$ cat src/rtl/thermo_conv_seq.sv
module thermo_conv_seq #(
  parameter int DATA_W     = 12,
  parameter int BASE_TICKS = 40
) (
  input  logic              clk,
  input  logic              rst_n,
  input  logic              tick,
  input  logic [1:0]        res_code,
  input  logic              pwr_down,
  input  logic              single_req,
  input  logic [DATA_W-1:0] raw_temp,
  output logic [DATA_W-1:0] result,
  output logic              conv_done
);
  localparam int MAX_TICKS = BASE_TICKS * 8;
  localparam int CNT_W     = $clog2(MAX_TICKS + 1);

  logic             busy;
  logic             os_pend;
  logic [1:0]       cur_res;
  logic [CNT_W-1:0] cnt;
  logic [CNT_W-1:0] len;

  function automatic logic [CNT_W-1:0] len_of(input logic [1:0] r);
    return CNT_W'(BASE_TICKS) << r;
  endfunction

  function automatic logic [DATA_W-1:0] keep_mask(input logic [1:0] r);
    return {DATA_W{1'b1}} << (2'd3 - r);
  endfunction

  wire last     = busy && tick && (cnt == len - CNT_W'(1));
  wire boundary = !busy || last;
  wire os_want  = pwr_down && (os_pend || single_req);
  wire start    = boundary && (!pwr_down || os_want);

  always_ff @(posedge clk) begin
    if (!rst_n) begin
      busy      <= 1'b0;
      os_pend   <= 1'b0;
      cur_res   <= '0;
      cnt       <= '0;
      len       <= '0;
      result    <= '0;
      conv_done <= 1'b0;
    end else begin
      conv_done <= last;
      if (last)
        result <= raw_temp & keep_mask(cur_res);

      if (start || !pwr_down)
        os_pend <= 1'b0;
      else if (single_req)
        os_pend <= 1'b1;

      if (start) begin
        busy    <= 1'b1;
        cnt     <= '0;
        cur_res <= res_code;
        len     <= len_of(res_code);
      end else if (last) begin
        busy <= 1'b0;
      end else if (busy && tick) begin
        cnt <= cnt + CNT_W'(1);
      end
    end
  end
endmodule

$ cat config.mk
export PLATFORM = sky130hd
export DESIGN_NAME = thermo_conv_seq
export DESIGN_NICKNAME = d
export VERILOG_FILES = /design/src/rtl/thermo_conv_seq.sv
export SDC_FILE = /design/constraint.sdc
export NUM_CORES = 1
export LEC_CHECK = 0
export BUFFER_PORTS_ARGS = -buffer_cell sky130_fd_sc_hd__buf_2
export CORE_ASPECT_RATIO = 0.9
export CORE_MARGIN = 3
export CORE_UTILIZATION = 47
export CTS_BUF_LIST = sky130_fd_sc_hd__clkbuf_4
export CTS_CLUSTER_DIAMETER = 150
export DETAILED_ROUTE_END_ITERATION = 10
export GPL_ROUTABILITY_DRIVEN = 0
export PLACE_DENSITY = 0.66
export SLEW_MARGIN = 0
export SYNTH_ARGS = -nofsm -noshare
export SYNTH_HDL_FRONTEND = slang
export SYNTH_SLANG_ARGS = --single-unit
$ cat constraint.sdc
create_clock -name clk -period 4.1 [get_ports clk]
set_input_delay 0.82 -clock clk [delete_from_list [all_inputs] [get_ports clk]]
set_output_delay 0.82 -clock clk [all_outputs]
set_load 0.02 [all_outputs]
Yosys cells after proc, flatten, opt, wreduce, memory -nomap -nowiden
Index checks and enable logic that the tools add are counted.
{"block": "word_totals", "output_inout_bits": 13, "inputBits": 19, "ramBits": 0, "memories": 0, "latch_bits": 0, "regBits": 35, "mem_bits_ro": 0}
{"block": "classes", "multipliers": 0, "n_addsub": 3, "shifts": 2, "reduce_logical": 14, "n_eq_ne": 1, "n_bitwise": 3, "order_cmp": 0, "div_mod_pow": 0, "n_mux": 2}
{"operator": "AND 12 bit", "n": 1}
{"operator": "left shift 12 x 2 -> 12 bit, first input constant", "n": 1}
{"operator": "adder 9 x 1 -> 9 bit, second input constant", "n": 1}
{"operator": "== test 9 bit", "n": 1}
{"operator": "left shift 6 x 2 -> 9 bit, first input constant", "n": 1}
{"operator": "subtractor 9 x 1 -> 9 bit, second input constant", "n": 1}
{"operator": "logical AND 1 bit", "n": 4}
{"operator": "logical OR 1 bit", "n": 4}
{"operator": "OR reduction 2 bit", "n": 2}
{"operator": "zero test 1 bit", "n": 2}
{"operator": "two-way mux 1 bit", "n": 2}
{"operator": "inverter 1 bit", "n": 2}
{"operator": "AND reduction 2 bit", "n": 1}
{"operator": "nonzero test 2 bit", "n": 1}
{"operator": "subtractor 2 bit, first input constant", "n": 1}

Longest topological paths before layout
{"block": "depth", "ltp_word": 7, "ltp_mapped": 9}

Least setup slack after synthesis
Ideal clock, no wire load.
{"block": "synth_timing", "path_type": "input port to flip-flop", "startpoint": "input tick", "endpoint": "register cnt[8]", "path_slack_ps": 1934, "n_path_buf": 1, "setup_ps": 67, "cell_stages": 5, "t_required_ps": 4033, "arrival_time_ps": 2098, "path_cell_list": "clkbuf_1 > nand2_1 > o21bai_2 > or4_4 > a21oi_2"}
{"block": "synth_via", "elab_chain_cells": 5, "word_cells_on_any_way": 7, "cone_classes": "1 x bitwise; 6 x reduce/logical"}
{"item": "start, declared", "line": "7", "text": "input logic tick,"}
{"item": "logical AND 1 bit *", "line": "32, 63"}
{"item": "logical AND 1 bit", "line": "32", "text": "wire last = busy && tick && (cnt == len - CNT_W'(1));"}
{"item": "logical OR 1 bit", "line": "33", "text": "wire boundary = !busy || last;"}
{"item": "logical AND 1 bit", "line": "35", "text": "wire start = boundary && (!pwr_down || os_want);"}
{"item": "OR reduction 2 bit (no line)"}
{"item": "end signal, assigned", "line": "64", "text": "cnt <= cnt + CNT_W'(1);"}
{"item": "end, declared", "line": "21", "text": "logic [CNT_W-1:0] cnt;"}
Every way passes the cells marked *; elsewhere a longest branch is shown, timed or not.
A chain may end at the register's enable or synchronous reset.

Final worst setup path
{"block": "layout_timing", "startpoint": "register len[3]", "endpoint": "register result[8]"}
{"block": "layout_via", "elab_chain_cells": 3}
{"item": "start, declared", "line": "22", "text": "logic [CNT_W-1:0] len;"}
{"item": "start signal, assigned", "line": "60", "text": "len <= len_of(res_code);"}
{"item": "subtractor 9 x 1 -> 9 bit", "line": "32"}
{"item": "== test 9 bit", "line": "32"}
{"item": "logical AND 1 bit", "line": "32"}
{"item": "end signal, assigned", "line": "49", "text": "result <= raw_temp & keep_mask(cur_res);"}
{"item": "end, declared", "line": "12", "text": "output logic [DATA_W-1:0] result,"}
Every way passes these cells.

==> run summary <==
• **run status** completed
• **Net Sw Frac** 23.7%
• **worst hold-check path type** reg -> reg
• **maximum fanout along the worst path** 16
• **placed insts** 245
• **number of placement rows** 19
• **maximum level of the CTS H-tree** 2
• **main combinational cell family by area after synthesis** simple AND/OR/NAND/NOR gates
• **Slew Limit Fails** 0
• **mux cell area share after synthesis** 6.07%
• **number of ports placed on the die boundary** 32
• **GR met1 Demand/Resource** 25.2%
• **number of cell instances on the worst register-to-register path** 8
• **number of synthesized register bits** 31
• **post-route ant nets** 0
• **data required time at the worst endpoint** 4.33 ns
• **Relative slew margins** 50.9%
• **Die Footprint** 4260 um^2
• **Syn Std Cell Area** 1650 um^2
• **sequential share of the synthesized area** 37.6%
• **quantity of gates resized following cts** 0
• **met2 track demand over resource** 25.9%
• **final HPWL from detailed placement** 2.53 mm
• **Clk pwr share** 37.7%
• **post-synthesis net count** 202
• **slew at the pin closest to its max-slew limit** 0.734 ns
• **number of antenna violations at the first check in global routing** 0
• **share of flip-flops with an asynchronous set or reset after synthesis** 0%
• **most common flop cell mapped by yosys** sky130_fd_sc_hd__dfxtp_1
• **IO buf count** 31
• **proportion of layout cells with a drive suffix above 1** 22.4%
• **number of distinct library cell variants in the gate-level netlist after synthesis** 47
• **Tcrit/Tclk final** 59.5%
• **fraction of the mapped netlist area in simple logic gates** 25.5%
• **CTS root buf** sky130_fd_sc_hd__clkbuf_4
• **die width** 68.5 um
• **Reg clk slew, reported paths** 0.09 ns
• **complex-gate fraction of the synthesized area** 19.0%
• **final count of negative-setup-slack endpoints** 0
• **Gate power share** 10.9%
• **DR vias** 1,402
• **switching power** 0.145 mW
• **Syn. warnings** 0
• **arithmetic-cell share of the synthesized area counting full adders, half adders and majority gates** 1.52%
• **total negative slack** 0 ns
• **Core Area** 3210 um^2
• **peak ir drop on the vdd network** 0.193 mV
• **worst setup path startpoint** len[3]
• **Routed WL** 3.41 mm
• **capturing point of the worst reg2reg path** result[8]
• **worst setup slack for register-to-register paths** 1.66 ns
• **minimum setup slack after placement** 1.64 ns
• **Post-CTS Setup Repair Bufs** 0
• **XOR/XNOR Fraction of Synth Area** 6.82%
• **sort of element at the start of the critical path** flop
• **crit path to** result[8]
• **CTS tree** built
• **Finished Layout Cells** 252
• **CP endpoint kind** flop
• **PD cells** 324 nW/um^2
• **Layout Nets** 231
• **unrepaired setup endpoints after global routing** false
• **number of buffers on the longest clock path** 2
• **Post-synth EDFFs** 0
• **Worst Path Arrival** 2.66 ns
• **leakage power figure** 0.722 nW
• **area grow syn2layout** 14.6%
• **final hold vios** 0
• **pin count of the biggest net entering global routing** 30
• **wire length of the first global-routing pass** 6.02 mm
• **Global Route Usage Sum** 18.3%
• **Highest Clock Rate** 0.410 GHz
• **leftover overflow at the end of global routing** 0
• **post-route clock skew** 0.0132 ns
• **Final Critical Period** 2.44 ns
• **clock insertion delay at the later pin of the skew report** 0.33 ns
• **clock sink count** 31
• **GR peak layer** met2
• **category of the most critical setup path** reg -> reg
• **vias per cell** 5.56
• **number of instances in the synthesized netlist** 181
• **worst hold slack across all endpoints** 0.471 ns
• **RR Startpoint** len[3]
• **diode count** 0
• **die height** 62.2 um
• **DRC violation count after routing** 0
• **Reg power frac** 51.5%
• **iteration count of the initial detailed-routing pass** 4
• **CTS Hold Bufs** 0
• **internal power** 0.467 mW
• **Final WS setup** 1.66 ns
• **number of buffers created by CTS** 5
• **average routed wire per standard cell** 13.5 um
• **Initial Utilization** 51.4%
• **Initial DRC Count** 141
• **Synth Area per Inst** 9.12 um^2
• **MaxCap Viol Count** 0
• **met3 Usage GRT** 5.77%
• **vias in the first global route** 1,320
## registers in the layout, summed over array words and instances (netlist names)
name,flops
busy,1
cnt,9
conv_done,1
cur_res,2
len,5
os_pend,1
result,12
## kinds of logic after synthesis
logic type,count (synthesis)
mux,10
flops,31
simple gates,74
fa+ha+maj,2
compound gates,39
buf+inv,13
xor+xnor,12
## power groups by stage
stage	Combinational, mW	Clock, mW	Sequential (mW)
after floorplan	0.0503	0	0.318
after global placement	0.0643	0	0.322
after detailed placement	0.0665	0	0.322
after CTS	0.0669	0.237	0.315
after global routing	0.0747	0.252	0.317
final	0.0666	0.231	0.315
## cells in the final DEF (no fill, tap or decap), types with 4 or more instances in the layout
cell / synthesis / layout
sky130_fd_sc_hd__a21boi_1: 4 / 4
sky130_fd_sc_hd__buf_2: 1 / 31
sky130_fd_sc_hd__clkbuf_4: 0 / 6
sky130_fd_sc_hd__dfxtp_1: 31 / 31
sky130_fd_sc_hd__inv_1: 4 / 4
sky130_fd_sc_hd__mux2i_1: 10 / 10
sky130_fd_sc_hd__nand2_1: 14 / 14
sky130_fd_sc_hd__nand3_1: 8 / 8
sky130_fd_sc_hd__nor2_1: 14 / 14
sky130_fd_sc_hd__nor2b_1: 9 / 9
sky130_fd_sc_hd__o211ai_1: 4 / 4
sky130_fd_sc_hd__o21ai_0: 6 / 6
sky130_fd_sc_hd__xor2_1: 8 / 8
## synth_stat cells (4+ instances only)
| cell | instances | share of area, % |
|---|---|---|
| sky130_fd_sc_hd__a21boi_1 | 4 | 1.8 |
| sky130_fd_sc_hd__clkbuf_1 | 7 | 1.6 |
| sky130_fd_sc_hd__dfxtp_1 | 31 | 38 |
| sky130_fd_sc_hd__inv_1 | 4 | 0.91 |
| sky130_fd_sc_hd__mux2i_1 | 10 | 6.1 |
| sky130_fd_sc_hd__nand2_1 | 14 | 3.2 |
| sky130_fd_sc_hd__nand3_1 | 8 | 2.4 |
| sky130_fd_sc_hd__nor2_1 | 14 | 3.2 |
| sky130_fd_sc_hd__nor2b_1 | 9 | 3.4 |
| sky130_fd_sc_hd__o211ai_1 | 4 | 1.8 |
| sky130_fd_sc_hd__o21ai_0 | 6 | 1.8 |
| sky130_fd_sc_hd__xor2_1 | 8 | 4.2 |
## cell type report
cell class	instances	area, um^2
inverters	4	15.0
clock inverters	1	30.0
flip-flops and latches	31	621
repair buffers	31	155
fillers	285	1320
well taps	42	52.6
multi-input cells	137	972
clock buffers	6	45.0
## metrics by stage
stage,area (um^2),util [%],power [mW]
floorplan,1650,-,0.369
global placement,1820,56.6,0.386
detailed placement,1820,56.6,0.389
CTS,1890,58.9,0.619
global route,1890,58.9,0.644
finish,1890,58.9,0.612
## how the worst min path moves through the flow
stage                     slack (ns)       start        end  cells past startpoint
after global placement          0.45   result[1]  result[1]                      2
after global routing            0.49   result[1]  result[1]                      2
final                           0.47   result[1]  result[1]                      2
after detailed placement        0.46   result[1]  result[1]                      2
after CTS                       0.47   result[1]  result[1]                      2
after floorplan                 0.47  cur_res[1]  result[1]                      2
## critical path: stages (launching register included)
cell,delay [ns]
sky130_fd_sc_hd__dfxtp_1,0.41
sky130_fd_sc_hd__inv_1,0.08
sky130_fd_sc_hd__ha_1,0.31
sky130_fd_sc_hd__xnor2_1,0.14
sky130_fd_sc_hd__nor3_2,0.24
sky130_fd_sc_hd__o211ai_4,0.18
sky130_fd_sc_hd__nor3_4,0.65
sky130_fd_sc_hd__mux2i_1,0.27
sky130_fd_sc_hd__nor2b_1,0.06
## routing by layer
metal	vias up	part of all wire, %
li1	712	-
met1	627	47
met2	57	44
met3	6	7.1
met4	0	1.6
met5	-	0
(Power assumes the default switching activity.)
